File: config.mk
export PLATFORM = sky130hd
export DESIGN_NAME = cs_decimator
export DESIGN_NICKNAME = d
export VERILOG_FILES = /design/src/rtl/cs_dec_pkg.sv /design/src/rtl/cs_sync_chain.sv /design/src/rtl/cs_group_fsm.sv /design/src/rtl/cs_xor_acc.sv /design/src/rtl/cs_decimator.sv
export SDC_FILE = /design/constraint.sdc
export NUM_CORES = 1
export LEC_CHECK = 0
export ABC_AREA = 1
export BUFFER_PORTS_ARGS = -buffer_cell sky130_fd_sc_hd__buf_2
export CAP_MARGIN = 20
export CORE_MARGIN = 1.5
export CORE_UTILIZATION = 62
export CTS_CLUSTER_DIAMETER = 50
export DETAILED_ROUTE_END_ITERATION = 16
export PLACE_DENSITY = 0.93
export SLEW_MARGIN = 20
export SYNTH_ARGS = -nofsm -noshare
export SYNTH_HDL_FRONTEND = slang
export SYNTH_SLANG_ARGS = --single-unit
export TNS_END_PERCENT = 1
File: constraint.sdc
create_clock -name clk -period 4.85 [get_ports clk]
set_input_delay 0.7275 -clock clk [delete_from_list [all_inputs] [get_ports clk]]
set_output_delay 0.7275 -clock clk [all_outputs]
set_load 0.05 [all_outputs]
File: src/rtl/cs_dec_pkg.sv
package cs_dec_pkg;

    typedef enum logic [1:0] {
        ST_FILL   = 2'd0,
        ST_GATHER = 2'd1,
        ST_CLOSE  = 2'd2
    } grp_state_t;

    localparam int SYNC_STAGES_DEFAULT = 2;
    localparam int KD_W_DEFAULT        = 8;

endpackage

File: src/rtl/cs_sync_chain.sv
module cs_sync_chain #(
    parameter int STAGES = 2
) (
    input  logic clk,
    input  logic rst,
    input  logic din,
    output logic dout
);
    logic [STAGES-1:0] chain;

    generate
        for (genvar i = 0; i < STAGES; i++) begin : g_stage
            if (i == 0) begin : g_first
                always_ff @(posedge clk) begin
                    if (rst) chain[0] <= 1'b0;
                    else     chain[0] <= din;
                end
            end else begin : g_next
                always_ff @(posedge clk) begin
                    if (rst) chain[i] <= 1'b0;
                    else     chain[i] <= chain[i-1];
                end
            end
        end
    endgenerate

    assign dout = chain[STAGES-1];

endmodule

File: src/rtl/cs_group_fsm.sv
module cs_group_fsm
    import cs_dec_pkg::*;
#(
    parameter int KD_W   = 8,
    parameter int STAGES = 2
) (
    input  logic            clk,
    input  logic            rst,
    input  logic [KD_W-1:0] kd_cfg,
    output grp_state_t      state_o,
    output logic [KD_W-1:0] kd_o,
    output logic            take_o,
    output logic            close_o
);
    localparam int FILL_W = $clog2(STAGES + 1);
    localparam logic [FILL_W-1:0] FILL_LAST = FILL_W'(STAGES - 1);
    localparam logic [KD_W-1:0]   KD_ONE    = KD_W'(1);
    localparam logic [KD_W-1:0]   KD_TWO    = KD_W'(2);

    grp_state_t        state, state_nx;
    logic [KD_W-1:0]   kd_q;
    logic [KD_W-1:0]   kd_norm;
    logic [KD_W-1:0]   cnt;
    logic [FILL_W-1:0] fill_cnt;
    logic              fill_done;
    logic              last_gather;

    // zero length is folded to one
    always_comb begin
        kd_norm = (kd_cfg == '0) ? KD_ONE : kd_cfg;
    end

    assign fill_done   = (fill_cnt == FILL_LAST);
    assign last_gather = (cnt == (kd_q - KD_TWO));

    // state register
    always_ff @(posedge clk) begin
        if (rst) state <= ST_FILL;
        else     state <= state_nx;
    end

    // next-state logic
    always_comb begin
        state_nx = state;
        unique case (state)
            ST_FILL: begin
                if (fill_done)
                    state_nx = (kd_q == KD_ONE) ? ST_CLOSE : ST_GATHER;
            end
            ST_GATHER: begin
                if (last_gather)
                    state_nx = ST_CLOSE;
            end
            ST_CLOSE: begin
                state_nx = (kd_norm == KD_ONE) ? ST_CLOSE : ST_GATHER;
            end
            default: state_nx = ST_FILL;
        endcase
    end

    // group length: loaded at reset and on a closing edge only
    always_ff @(posedge clk) begin
        if (rst)                    kd_q <= kd_norm;
        else if (state == ST_CLOSE) kd_q <= kd_norm;
    end

    // position within the group
    always_ff @(posedge clk) begin
        if (rst)                     cnt <= '0;
        else if (state == ST_GATHER) cnt <= cnt + KD_ONE;
        else                         cnt <= '0;
    end

    // synchronizer fill counter
    always_ff @(posedge clk) begin
        if (rst)
            fill_cnt <= '0;
        else if (state == ST_FILL && !fill_done)
            fill_cnt <= fill_cnt + FILL_W'(1);
    end

    // outputs
    always_comb begin
        take_o  = 1'b0;
        close_o = 1'b0;
        unique case (state)
            ST_FILL:   begin take_o = 1'b0; close_o = 1'b0; end
            ST_GATHER: begin take_o = 1'b1; close_o = 1'b0; end
            ST_CLOSE:  begin take_o = 1'b1; close_o = 1'b1; end
            default:   begin take_o = 1'b0; close_o = 1'b0; end
        endcase
    end

    assign state_o = state;
    assign kd_o    = kd_q;

endmodule

File: src/rtl/cs_xor_acc.sv
module cs_xor_acc (
    input  logic clk,
    input  logic rst,
    input  logic take,
    input  logic close,
    input  logic sample,
    output logic bit_o,
    output logic valid_o
);
    logic acc;

    always_ff @(posedge clk) begin
        if (rst)        acc <= 1'b0;
        else if (close) acc <= 1'b0;
        else if (take)  acc <= acc ^ sample;
    end

    always_ff @(posedge clk) begin
        if (rst) begin
            bit_o   <= 1'b0;
            valid_o <= 1'b0;
        end else begin
            valid_o <= close;
            if (close) bit_o <= acc ^ sample;
        end
    end

endmodule

File: src/rtl/cs_decimator.sv
module cs_decimator
    import cs_dec_pkg::*;
#(
    parameter int KD_W        = KD_W_DEFAULT,
    parameter int SYNC_STAGES = SYNC_STAGES_DEFAULT
) (
    input  logic            clk,
    input  logic            rst,
    input  logic            raw_in,
    input  logic [KD_W-1:0] kd_cfg,
    output logic            dec_bit,
    output logic            dec_valid
);
    grp_state_t      st;
    logic [KD_W-1:0] kd_q;
    logic            take;
    logic            close;
    logic            smp;

    cs_sync_chain #(.STAGES(SYNC_STAGES)) u_sync (
        .clk  (clk),
        .rst  (rst),
        .din  (raw_in),
        .dout (smp)
    );

    cs_group_fsm #(.KD_W(KD_W), .STAGES(SYNC_STAGES)) u_fsm (
        .clk     (clk),
        .rst     (rst),
        .kd_cfg  (kd_cfg),
        .state_o (st),
        .kd_o    (kd_q),
        .take_o  (take),
        .close_o (close)
    );

    cs_xor_acc u_acc (
        .clk     (clk),
        .rst     (rst),
        .take    (take),
        .close   (close),
        .sample  (smp),
        .bit_o   (dec_bit),
        .valid_o (dec_valid)
    );

endmodule

; Word-level counts from Yosys, hierarchy flattened
; Cells that the tools add are included.
[classes]
n_lt_le_gt_ge = 0
add_sub_neg = 3
n_bitwise = 2
shift = 0
mux = 10
div = 0
mul = 0
reduce_logical = 9
eq_ne = 8
[ops]
columns = cell, n
row1 = $mux 8, 3
row2 = $eq 8x1->1 const B, 2
row3 = $add 8x1->8 const B, 1
row4 = $eq 8x8->1, 1
row5 = $logic_not 8->1, 1
row6 = $mux 2, 4
row7 = $sub 8x2->8 const B, 1
row8 = $pmux 2 s3, 1
row9 = $reduce_or 2->1, 3
row10 = $eq 2x1->1 const B, 2
row11 = $ne 2x1->1 const B, 2
row12 = $add 2x1->2 const B, 1
row13 = $eq 2x2->1 const B, 1
row14 = $logic_not 2->1, 1
row15 = $mux 1, 2
row16 = $reduce_and 2->1, 1
row17 = $reduce_bool 2->1, 1
row18 = $logic_and 1x1->1, 1
row19 = $logic_not 1->1, 1
row20 = $not 1->1, 1
row21 = $xor 1x1->1, 1
[word_totals]
latchBits = 0
ff_bits = 25
mem_count = 0
ram_bits = 0
in_bits = 11
output_inout_bits = 2
romBits = 0
wordCells = 41

; Longest topological paths before layout
; Gate-level depths: netlist of the first run.
[logic_depth]
depth_word = 5
depth_mapped = 14
mapped_depth_nobuf = 14

; Cells and area by module
; A second synthesis of the first run with hierarchy kept.
[unflattened]
hier_cells = 198
area_unflattened_um2 = 1373.8
[by_module_without_submodules]
columns = module, instances, seq_area_each_um2, area_each_um2, cells_each
row1 = cs_group_fsm, 1, 480.5, 1192.4, 172
row2 = cs_xor_acc, 1, 60.1, 126.4, 20
row3 = cs_sync_chain, 1, 40.0, 55.1, 6

; Worst setup path after synthesis of the first run
; Ideal clock, no wire load.
[synth_path]
kind = register to register
from = register u_fsm.kd_q[1], in the netlist u_fsm.kd_o[1]
to = register u_fsm.state[0], in the netlist u_fsm.state_o[0]
n_path_buf = 0
path_slack_ps = 3323
path_stages_with_launch = 15
t_required_ps = 4735
synth_period_minus_slack_ps = 1527
arrival_time_ps = 1412
setup_time_ps = 115
path_cell_list = edfxtp_1 > inv_2 > ha_1 > nand2_1 > inv_1 > nor2_1 > nand2_1 > nor2_2 > nand2_1 > nor2_1 > nand2_1 > nand2_2 > nand3_1 > nand2_1 > nor2_1
[synth_between]
elab_chain_len = 4
word_cells_on_any_way = 8
cone_classes = add/sub (1) / eq/ne (3) / mux (3) / reduce/logical (1)
[synth_rtl]
columns = element, line_no
row1 = start: declaration, cs_group_fsm.sv:21  ; logic [KD_W-1:0] kd_q;
row2 = start signal: assignment, cs_group_fsm.sv:63  ; if (rst) kd_q <= kd_norm;
row3 = start signal: assignment, cs_group_fsm.sv:64  ; else if (state == ST_CLOSE) kd_q <= kd_norm;
row4 = $sub 8x2->8 / $eq 8x1->1 (equally long branches), "cs_group_fsm.sv:34, cs_group_fsm.sv:48"
row5 = $eq 8x8->1 / $mux 2 (equally long branches), "cs_group_fsm.sv:34, cs_group_fsm.sv:48"
row6 = $ne 2x1->1 (no source line) / $mux 2 (equally long branches), n/a
row7 = $reduce_and 2->1 (no source line) / $pmux 2 s3 (equally long branches), n/a
row8 = end signal: assignment, cs_group_fsm.sv:39  ; else state <= state_nx;
row9 = end: declaration, cs_group_fsm.sv:20  ; grp_state_t state, state_nx;
; Several ways; a longest one is shown, not always the timed one. The select of a mux whose other input is x is not followed.
; A chain may end at the register's enable or synchronous reset.

; Worst setup path after layout of the first run
[layout_path]
from = register u_fsm.kd_q[1], in the netlist u_fsm.kd_o[1]
to = register u_fsm.state[1], in the netlist u_fsm.state_o[1]
; Same word-level chain as after synthesis.

==> results of run 1 <==
-- through the flow --
stage | instances | cell area [um^2]
floorplan | 190 | 1350
global placement | 222 | 1420
global route | 226 | 1450
detailed placement | 222 | 1420
CTS | 226 | 1450
finish | 226 | 1450
-- cell type report --
class	count	area, um^2	share of cell area
inverter	33	124	0.0855
tap	27	33.8	0.0233
clock buffer	3	22.5	0.0155
timing repair buffer	12	60.1	0.0415
multi-input combinational	125	621	0.428
sequential	25	581	0.401
clock inverter	1	7.51	0.00518
-- logic make-up after synthesis --
kind of cell             share of synthesized area
AO/OA/AOI/OAI                               0.0759
XOR/XNOR                                    0.0324
adder cells (fa/ha/maj)                     0.0648
buffers and inverters                        0.111
flip-flops                                   0.430
AND/OR/NAND/NOR                              0.286
-- critical path, cell delays in order, from the launching register on --
cell                       delay [ns]
sky130_fd_sc_hd__edfxtp_1        0.46
sky130_fd_sc_hd__inv_2           0.12
sky130_fd_sc_hd__ha_1            0.25
sky130_fd_sc_hd__nand2_1         0.06
sky130_fd_sc_hd__inv_1           0.04
sky130_fd_sc_hd__nor2_1          0.07
sky130_fd_sc_hd__nand2_1         0.06
sky130_fd_sc_hd__nor2_2          0.07
sky130_fd_sc_hd__nand2_1         0.05
sky130_fd_sc_hd__nor2_1          0.11
sky130_fd_sc_hd__nand2_1         0.07
sky130_fd_sc_hd__nand2_2         0.09
sky130_fd_sc_hd__nand3_1         0.08
sky130_fd_sc_hd__nand2_1         0.08
sky130_fd_sc_hd__nor2_1          0.04
-- cell usage after synthesis --
master                     number
sky130_fd_sc_hd__inv_1         30
sky130_fd_sc_hd__nand3_1       10
sky130_fd_sc_hd__nand2_2        1
sky130_fd_sc_hd__nor3_2         1
sky130_fd_sc_hd__o21ai_1        1
sky130_fd_sc_hd__nor2_1        31
sky130_fd_sc_hd__clkinv_1       1
sky130_fd_sc_hd__edfxtp_1       8
sky130_fd_sc_hd__a31oi_1        3
sky130_fd_sc_hd__a31o_2         1
sky130_fd_sc_hd__xnor2_1        2
sky130_fd_sc_hd__nand2_1       45
sky130_fd_sc_hd__nor4_1         1
sky130_fd_sc_hd__a21oi_1        7
sky130_fd_sc_hd__xor2_1         3
sky130_fd_sc_hd__nand4_1        2
sky130_fd_sc_hd__nor2_2         1
sky130_fd_sc_hd__clkbuf_1       7
sky130_fd_sc_hd__dfxtp_1       17
sky130_fd_sc_hd__nor3_1         2
sky130_fd_sc_hd__inv_2          2
sky130_fd_sc_hd__o21ai_0        7
sky130_fd_sc_hd__ha_1           7
-- routing by layer --
| metal | global-route usage | vias up | share of wire | wire length (um) |
|---|---|---|---|---|
| li1 | - | 605 | - | - |
| met1 | 0.301 | 559 | 0.44 | 1210 |
| met2 | 0.396 | 46 | 0.49 | 1360 |
| met3 | 0.0485 | 4 | 0.059 | 163 |
| met4 | 0.0694 | 0 | 0.0069 | 19 |
| met5 | 0 | - | 0 | 0 |
-- registers in the layout (all words and copies together), names as in the netlist --
register,flops
u_fsm.cnt,8
u_fsm.kd_o,8
u_fsm.fill_cnt,2
u_fsm.state_o,2
u_acc.acc,1
u_acc.bit_o,1
u_acc.valid_o,1
u_sync.chain,1
u_sync.dout,1
-- power groups by stage --
stage | registers, uW | clock network (uW) | logic, uW
after floorplan | 288 | 0 | 147
after global placement | 282 | 0 | 188
after detailed placement | 284 | 0 | 199
after CTS | 280 | 95.7 | 205
after global routing | 284 | 104 | 237
final | 280 | 94.8 | 207
-- placed cells by master (no fill, tap or decap), drive strengths merged --
cell type,n
a21oi,7
a31o,1
a31oi,3
buf,12
clkbuf,3
clkinv,1
clkinvlp,1
dfxtp,17
edfxtp,8
ha,7
inv,32
nand2,46
nand3,10
nand4,2
nor2,32
nor3,3
nor4,1
o21ai,8
xnor2,2
xor2,3
-- worst paths after layout --
path	to	slack, ns	depth (start not counted)
max	u_fsm.state_o[1]$_SDFFE_PP0P_	3.11	14
min	u_sync.dout$_SDFF_PP0_	0.43	2
max reg2reg	u_fsm.state_o[1]$_SDFFE_PP0P_	3.11	14
min reg2reg	u_sync.dout$_SDFF_PP0_	0.43	2
==> out/metrics.json, run 1 <==
{
  "p_int_uw": 355,
  "worst_setup_path_startpoint": "u_fsm.kd_o[1]$_DFFE_PP_",
  "clock_sinks": 25,
  "run_status": "finished, final reports clean",
  "detailedRoute.firstPassIterationCount": 4,
  "rsz0062_at_grt": "no",
  "post_cts_resized": 0,
  "cts_buffer_depth": 2,
  "die_w_um": 49.7,
  "reg2reg_from": "u_fsm.kd_o[1]$_DFFE_PP_",
  "row_count": 16,
  "cp_data_arrival_time_ns": 1.98,
  "core_region_area_mm2": 0.00200,
  "io_buffers": 12,
  "antenna_found_initial": 0,
  "p_total_uw": 582,
  "antenna-diode-count": 0,
  "number_of_setup_violations_in_the_final_report": 0,
  "netlist_area_mm2": 0.00135,
  "synthesis.nets": 208,
  "cts_buffers": 3,
  "finish.utilization": 0.724,
  "final_antenna_net_count": 0,
  "place.gp.congestion": 0.873,
  "dieArea_mm2": 0.00247,
  "chipHeight_um": 49.7,
  "share_of_post_route_cells_with_drive_strength_above_1": 0.111,
  "portion_of_the_post_synthesis_area_used_by_sequential_elements": 0.430,
  "pwr_density_cell_mw_per_mm2": 402,
  "grt_start_max_net_pins": 16,
  "clock_latency_ns": 0.32,
  "fin_hold_ws_ns": 0.425,
  "synth_top_cell_area_share": 0.252,
  "boundaryPins": 13,
  "post_cts_hold_buffer_count": 0,
  "routed_wl_mm": 2.75,
  "post-route-worst-setup-slack_ns": 3.11,
  "cts.htree.levels": 1,
  "period_minus_slack_ns": 1.74,
  "min_from": "u_sync.chain[0]$_SDFF_PP0_",
  "synth_seq_cells": 25,
  "max-vdd-ir-drop_v": 0.000284,
  "criticalPathCategory": "reg -> reg",
  "vias_in_the_first_global_route": 1081,
  "dr_total_vias": 1214,
  "start_util": 0.675,
  "clk_pin_slew_worst_paths_ns": 0.14,
  "yosys_warnings": 0,
  "cap_violations": 0,
  "static-leakage-power_uw": 0.000679,
  "fill_cells": 157,
  "initialDrtViolationCount": 75,
  "switching_share": 0.389,
  "post-cts-setup-buffers": 0,
  "seqPwrFrac": 0.482,
  "first_pass_grt_wire_length_mm": 4.43,
  "worstSetupStartpointType": "flip-flop",
  "synth_top_cells_by_area": "sky130_fd_sc_hd__dfxtp_1 (25%), sky130_fd_sc_hd__edfxtp_1 (18%), sky130_fd_sc_hd__nand2_1 (13%), sky130_fd_sc_hd__nor2_1 (8.6%), sky130_fd_sc_hd__inv_1 (8.3%)",
  "critPathRequiredTime_ns": 5.09,
  "drt-vias-per-instance": 5.37,
  "finalHoldViolations": 0,
  "synth_top_cell_by_area": "sky130_fd_sc_hd__dfxtp_1",
  "tritoncts": "yes",
  "netSwitchingPower_uw": 226,
  "hold_path.class": "reg -> reg",
  "grt.total_usage": 0.234,
  "worstMarginPinSlew_ns": 0.365,
  "clockRootBuffer": "sky130_fd_sc_hd__clkbuf_4",
  "final_min_period_over_clock_period": 0.360,
  "nets": 218,
  "end_kind": "flip-flop",
  "area_growth_pct": 7.22,
  "final.setup.tns_ns": 0,
  "netlist_instances": 190,
  "timing.slew.headroom": 0.755,
  "detailed_place_hpwl_mm": 2.14,
  "fmaxAchievable_mhz": 573,
  "detail_route.wl_per_cell_um": 12.2,
  "final-max-slew-violation-count": 0,
  "clockPowerShare": 0.163,
  "grt_overflow_total": 0,
  "critPathMaxFanout": 5,
  "post_synth_cell_types": 23,
  "share_comb_of_total_power": 0.355,
  "fin_worst_skew_ns": 0.00957,
  "route.detailed.drc": 0,
  "dp_worst_setup_slack_ns": 3.05,
  "synth.avg_cell_area_um2": 7.11
}
Power figures use the tool's default switching activity.
==> run 2: changes to the inputs <==
Settings changed: ABC_AREA 1 to 0, CORE_UTILIZATION 62 to 51, PLACE_DENSITY 0.93 to 0.83.
Clock period 4.85 ns to 1.6 ns, I/O delays scaled along.
==> run 2 against run 1 <==
The flow now finishes with violations (negative setup slack). Die area increased by 17%. Global-route usage decreased by 3.0 points. Worst hold slack got worse by 0.32 ns. Non-clock buffer count increased by 22. Final cell count decreased by 14%. Sequential power increased to 3.0 times the previous value.
==> out/metrics.json, run 2 <==
{
  "drt-vias-per-instance": 5.36,
  "first_pass_grt_wire_length_mm": 4.22,
  "die_w_um": 53.8,
  "post_synth_cell_types": 40,
  "rr_worst_depth": 5,
  "fmaxAchievable_mhz": 525,
  "netlist_area_mm2": 0.00132,
  "final_min_period_over_clock_period": 1.19,
  "rsz0062_at_grt": "yes",
  "area_growth_pct": 19.6,
  "end_kind": "flip-flop",
  "synth_edf_count": 8,
  "antenna-diode-count": 0,
  "synth_seq_cells": 25,
  "grt_overflow_total": 0,
  "dieArea_mm2": 0.00289,
  "period_minus_slack_ns": 1.90,
  "synthFlopType": "sky130_fd_sc_hd__dfxtp_1",
  "fin_hold_ws_ns": 0.106,
  "detailed_place_hpwl_mm": 2.14,
  "place.gp.congestion": 0.804,
  "route.detailed.drc": 0,
  "share_of_post_route_cells_with_drive_strength_above_1": 0.261,
  "post-route-worst-setup-slack_ns": -0.305,
  "worstMarginPinSlew_ns": 0.311,
  "finish.utilization": 0.641,
  "yosys-top-cells-count": "sky130_fd_sc_hd__dfxtp_1 (17), sky130_fd_sc_hd__nor2_1 (17), sky130_fd_sc_hd__inv_1 (11)",
  "row_count": 18,
  "fin_worst_skew_ns": 0.0115,
  "finalHoldViolations": 0,
  "max-vdd-ir-drop_v": 0.00107,
  "antenna_found_initial": 0,
  "clockRootBuffer": "sky130_fd_sc_hd__clkbuf_4",
  "hold_path.class": "in -> reg",
  "fill_cells": 183,
  "cts.htree.levels": 1,
  "clk_pin_slew_worst_paths_ns": 0.14,
  "portion_of_the_post_synthesis_area_used_by_sequential_elements": 0.441,
  "setup.reg_to_reg.worst_slack_ns": -0.30,
  "boundaryPins": 13,
  "detail_route.wl_per_cell_um": 13.8,
  "netlist_instances": 137,
  "cell_area_after_layout_mm2": 0.00157,
  "synth_top_cell_area_share": 0.259,
  "start_util": 0.536,
  "io_buffers": 12,
  "final-max-slew-violation-count": 0,
  "synthesis.nets": 155,
  "layout.cells.most_common_list": "sky130_fd_sc_hd__buf_4 (21), sky130_fd_sc_hd__nor2_1 (17), sky130_fd_sc_hd__dfxtp_1 (17), sky130_fd_sc_hd__buf_2 (12), sky130_fd_sc_hd__inv_1 (11)",
  "failing_checks": "negative setup slack",
  "synth_top_cells_by_area": "sky130_fd_sc_hd__dfxtp_1 (26%), sky130_fd_sc_hd__edfxtp_1 (18%), sky130_fd_sc_hd__ha_1 (6.7%), sky130_fd_sc_hd__xnor2_1 (6.0%), sky130_fd_sc_hd__xor2_1 (6.0%)",
  "stdcell_count": 195,
  "layout_commonest_cell": "sky130_fd_sc_hd__buf_4",
  "core_region_area_mm2": 0.00245,
  "routed_wl_mm": 2.69,
  "criticalPathCategory": "reg -> reg",
  "clock_sinks": 25,
  "cp_data_arrival_time_ns": 2.12,
  "cap_violations": 0,
  "detailedRoute.firstPassIterationCount": 4,
  "pwr_density_cell_mw_per_mm2": 1320,
  "critPathMaxFanout": 3,
  "number_of_setup_violations_in_the_final_report": 2,
  "chipHeight_um": 53.8,
  "post_cts_hold_buffer_count": 0,
  "vias_in_the_first_global_route": 993,
  "clock_latency_ns": 0.31,
  "final_antenna_net_count": 0,
  "grt_start_max_net_pins": 15,
  "nets": 184,
  "tritoncts": "yes",
  "place_inst": 189,
  "timing.slew.headroom": 0.793,
  "synth_top_cell_by_area": "sky130_fd_sc_hd__dfxtp_1",
  "synth.avg_cell_area_um2": 9.60,
  "whs_path_depth": 1,
  "run_status": "finished, violations left",
  "critPathRequiredTime_ns": 1.81,
  "post_dp_cell_area_mm2": 0.00153,
  "final.setup.tns_ns": -0.516,
  "cts_buffers": 3,
  "asyncSetResetFlopFracSynth": 0,
  "grt.total_usage": 0.205,
  "cts_buffer_depth": 2,
  "static-leakage-power_uw": 0.000663,
  "initialDrtViolationCount": 23,
  "worstSetupStartpointType": "flip-flop",
  "yosys_warnings": 0,
  "dr_total_vias": 1045
}
-- run 2: changes by cell type in the layout (fill, tap and decap cells not counted), moves of 3 or more --
cell | previous run | this run
sky130_fd_sc_hd__a21oi_1 | 7 | 2
sky130_fd_sc_hd__a31oi_1 | 3 | 0
sky130_fd_sc_hd__and3_1 | 0 | 3
sky130_fd_sc_hd__buf_4 | 0 | 21
sky130_fd_sc_hd__inv_1 | 30 | 11
sky130_fd_sc_hd__nand2_1 | 45 | 1
sky130_fd_sc_hd__nand3_1 | 10 | 4
sky130_fd_sc_hd__nor2_1 | 31 | 17
sky130_fd_sc_hd__nor2b_1 | 0 | 3
sky130_fd_sc_hd__nor3_1 | 2 | 5
sky130_fd_sc_hd__o21ai_0 | 7 | 1
sky130_fd_sc_hd__or3_1 | 0 | 4
sky130_fd_sc_hd__xnor2_1 | 2 | 9
sky130_fd_sc_hd__xor2_1 | 3 | 9
-- run 2: report_power, final --
part,switching (uW),total (uW),internal [uW]
registers,65.8,839,773
clock network,181,279,97.2
logic,492,963,471
-- run 2: cell type report --
class                   instances  area (um^2)  area share
inverters                      11         41.3      0.0263
well taps                      30         37.5      0.0239
clock buffers                   4         26.3      0.0167
flip-flops and latches         25          581       0.369
multi-input cells              91          658       0.418
repair buffers                 34          229       0.146
-- run 2: layer usage --
metal | share of wire | up-vias | global-route usage
met1 | 0.42 | 489 | 0.233
met4 | 0.012 | 0 | 0.0641
met5 | 0 | - | 0
met3 | 0.036 | 6 | 0.0250
li1 | - | 521 | -
met2 | 0.53 | 29 | 0.390
-- run 2: worst max-delay path, stage by stage, from the launching register on --
cell and delay [ns]:
sky130_fd_sc_hd__edfxtp_1 0.43, sky130_fd_sc_hd__or4b_2 0.69, sky130_fd_sc_hd__o21ai_0 0.27, sky130_fd_sc_hd__and2_1 0.17, sky130_fd_sc_hd__o32a_1 0.16, sky130_fd_sc_hd__o211ai_2 0.09
-- run 2: per-stage QoR --
stage,power [uW],worst slack [ns]
floorplan,1410,-0.255
global placement,1710,-0.239
detailed placement,1780,-0.295
CTS,2070,-0.280
global route,2200,-0.380
finish,2080,-0.305
-- run 2: repair_timing --
| item | 4_1_cts | 5_1_grt |
|---|---|---|
| buffers inserted | 2 | 0 |
| pin swaps | 2 | 0 |
| resized for setup | 2 | 1 |
| setup endpoints to repair | 10 | 7 |
-- run 2: path summary, 6_finish.rpt --
check / end / startpoint
max: u_fsm.state_o[0]$_SDFFE_PP0P_ / u_fsm.kd_o[1]$_DFFE_PP_
min: u_fsm.kd_o[7]$_DFFE_PP_ / kd_cfg[7]
max reg2reg: u_fsm.state_o[0]$_SDFFE_PP0P_ / u_fsm.kd_o[1]$_DFFE_PP_
min reg2reg: u_sync.dout$_SDFF_PP0_ / u_sync.chain[0]$_SDFF_PP0_
-- run 2: cells by family after synthesis --
family	Yosys count	share of synthesized area
flops	25	0.441
compound gates	16	0.0961
xor+xnor	18	0.120
buf+inv	21	0.0599
fa+ha+maj	7	0.0666
simple gates	50	0.216
==> run 3: changes to the inputs <==
Clock period 1.6 ns to 1.58 ns, I/O delays scaled along.
==> run 3 against run 2 <==
The run still ends with negative setup slack left. First-iteration DRC count grew 13%. Largest power group unchanged. Setup slack worse by 0.083 ns. Utilization increased by 2.4 points. Final area grew 3.8%. Clock-buffer cell count is 1 lower. Clock skew down 0.0039 ns. Worst hold slack got worse by 0.012 ns. Routed wire length increased by 16%.
==> out/metrics.json, run 3 (synthesis gave the netlist of run 2 again) <==
{
  "end_kind": "flip-flop",
  "cell_area_after_layout_mm2": 0.00163,
  "chipHeight_um": 53.8,
  "layout.cells.most_common_list": "sky130_fd_sc_hd__buf_4 (23), sky130_fd_sc_hd__nor2_1 (17), sky130_fd_sc_hd__dfxtp_1 (16), sky130_fd_sc_hd__buf_2 (12)",
  "pwr_density_cell_mw_per_mm2": 1360,
  "io_buffers": 12,
  "critPathMaxFanout": 3,
  "failing_checks": "negative setup slack",
  "whs_path_depth": 1,
  "cts_buffer_depth": 2,
  "cap_violations": 0,
  "nets": 186,
  "clock_latency_ns": 0.32,
  "cts.htree.levels": 1,
  "seq_area_um2": 582,
  "finalHoldViolations": 0,
  "place_inst": 190,
  "critical-path-max-stage-delay_ns": 0.74,
  "routed_wl_mm": 3.12,
  "dieArea_mm2": 0.00289,
  "detail_route.wl_per_cell_um": 15.8,
  "fin_worst_skew_ns": 0.00761,
  "fin_hold_ws_ns": 0.0941,
  "grt_overflow_total": 0,
  "dr_total_vias": 1105,
  "cts_buffers": 3,
  "fmaxAchievable_mhz": 508,
  "drt-vias-per-instance": 5.61,
  "hold_path.class": "in -> reg",
  "detailedRoute.firstPassIterationCount": 4,
  "rsz0062_at_grt": "yes",
  "core_region_area_mm2": 0.00245,
  "clock_sinks": 25,
  "place.gp.congestion": 0.824,
  "clk_pin_slew_worst_paths_ns": 0.13,
  "initialDrtViolationCount": 26,
  "post_dp_cell_area_mm2": 0.00153,
  "final_min_period_over_clock_period": 1.25,
  "final_antenna_net_count": 0,
  "reg2reg_from": "u_fsm.kd_o[1]$_DFFE_PP_",
  "clockRootBuffer": "sky130_fd_sc_hd__clkbuf_4",
  "grt_start_max_net_pins": 15,
  "rr_worst_depth": 5,
  "timing.critical_path.to": "u_fsm.state_o[1]$_SDFFE_PP0P_",
  "worstMarginPinSlew_ns": 0.357,
  "route.detailed.drc": 0,
  "netSwitchingPower_uw": 815,
  "cp_data_arrival_time_ns": 2.22,
  "timing.slew.headroom": 0.762,
  "rr_endpoint": "u_fsm.state_o[1]$_SDFFE_PP0P_",
  "boundaryPins": 13,
  "clockPowerShare": 0.126,
  "detailed_place_hpwl_mm": 2.02,
  "number_of_setup_violations_in_the_final_report": 2,
  "antenna-diode-count": 0,
  "start_util": 0.536,
  "area_growth_pct": 24.2,
  "final.setup.tns_ns": -0.710,
  "die_w_um": 53.8,
  "antenna_found_initial": 0,
  "grt.total_usage": 0.201,
  "layout_commonest_cell": "sky130_fd_sc_hd__buf_4",
  "p_int_uw": 1410,
  "worst_setup_path_startpoint": "u_fsm.kd_o[1]$_DFFE_PP_",
  "row_count": 18,
  "switching_share": 0.366,
  "worstSetupStartpointType": "flip-flop",
  "first_pass_grt_wire_length_mm": 4.15,
  "criticalPathCategory": "reg -> reg",
  "final-max-slew-violation-count": 0,
  "tritoncts": "yes",
  "vias_in_the_first_global_route": 1029,
  "multi_input_comb_area_um2": 701,
  "seqPwrFrac": 0.382,
  "share_of_post_route_cells_with_drive_strength_above_1": 0.335,
  "critPathRequiredTime_ns": 1.83,
  "static-leakage-power_uw": 0.000687,
  "max-vdd-ir-drop_v": 0.00105,
  "period_minus_slack_ns": 1.97,
  "share_comb_of_total_power": 0.492,
  "fill_cells": 172,
  "run_status": "finished, violations left",
  "timing.critical_path.slowest_stage_cell": "sky130_fd_sc_hd__or4b_2",
  "post-route-worst-setup-slack_ns": -0.387,
  "stdcell_count": 197,
  "critical_path_cell_sequence": "or4b_2 -> nor3_1 -> o31a_1 -> o2bb2a_1 -> o221ai_1",
  "setup.reg_to_reg.worst_slack_ns": -0.39
}
-- run 3: cell types whose count changed in the layout (fill, tap and decap cells not counted), moves of 2 or more --
| cell | delta |
|---|---|
| sky130_fd_sc_hd__ha_1 | -2 |
| sky130_fd_sc_hd__xnor2_2 | +2 |
| sky130_fd_sc_hd__xnor2_1 | -2 |
| sky130_fd_sc_hd__inv_2 | +2 |
| sky130_fd_sc_hd__inv_1 | -2 |
| sky130_fd_sc_hd__buf_4 | +2 |
-- run 3: through the flow --
| step | utilization | total power, uW | setup WS [ns] |
|---|---|---|---|
| floorplan | - | 1430 | -0.275 |
| global placement | 0.624 | 1730 | -0.260 |
| detailed placement | 0.624 | 1790 | -0.322 |
| CTS | 0.640 | 2080 | -0.345 |
| global route | 0.665 | 2350 | -0.438 |
| finish | 0.665 | 2230 | -0.387 |
-- run 3: worst max-delay path: cells and delay by family (launching register included) --
family          cells  cell delay, ns
compound gates      3            0.48
flops               1            0.46
simple gates        2            0.97
-- run 3: routing by layer --
layer,global-route usage,vias up,wire length (um)
met4,0.0855,0,175
met1,0.218,502,1130
met3,0.0361,22,139
li1,-,524,-
met2,0.378,57,1670
met5,0,-,0
-- run 3: worst min path at each step --
stage                         start                          to  slack [ns]
after global routing      kd_cfg[7]     u_fsm.kd_o[7]$_DFFE_PP_        0.08
after floorplan              raw_in  u_sync.chain[0]$_SDFF_PP0_        0.37
final                     kd_cfg[7]     u_fsm.kd_o[7]$_DFFE_PP_        0.09
after detailed placement  kd_cfg[7]     u_fsm.kd_o[7]$_DFFE_PP_        0.43
after global placement    kd_cfg[7]     u_fsm.kd_o[7]$_DFFE_PP_        0.42
after CTS                 kd_cfg[7]     u_fsm.kd_o[7]$_DFFE_PP_        0.09
-- run 3: timing repair --
action | in CTS | in global routing
setup endpoints to repair | 10 | 2
hold buffers | 0 | 0
cloned | 0 | 0
setup buffers | 1 | 2
resized for setup | 1 | 12
hold endpoints to repair | 0 | 0
pin swaps | 1 | 5
-- run 3: area by class of cell --
type                            instances  share of cell area
Clock inverter                          1             0.00307
Inverter                               11              0.0253
Tap cell                               30              0.0230
Sequential cell                        25               0.356
Multi-Input combinational cell         91               0.429
Timing Repair Buffer                   36               0.149
Clock buffer                            3              0.0138
-- run 3: power by group through the flow --
stage	Sequential, uW	Clock, uW	Combinational [uW]
after floorplan	916	0	515
after global placement	854	0	879
after detailed placement	862	0	929
after CTS	847	283	948
after global routing	859	302	1190
final	850	280	1100
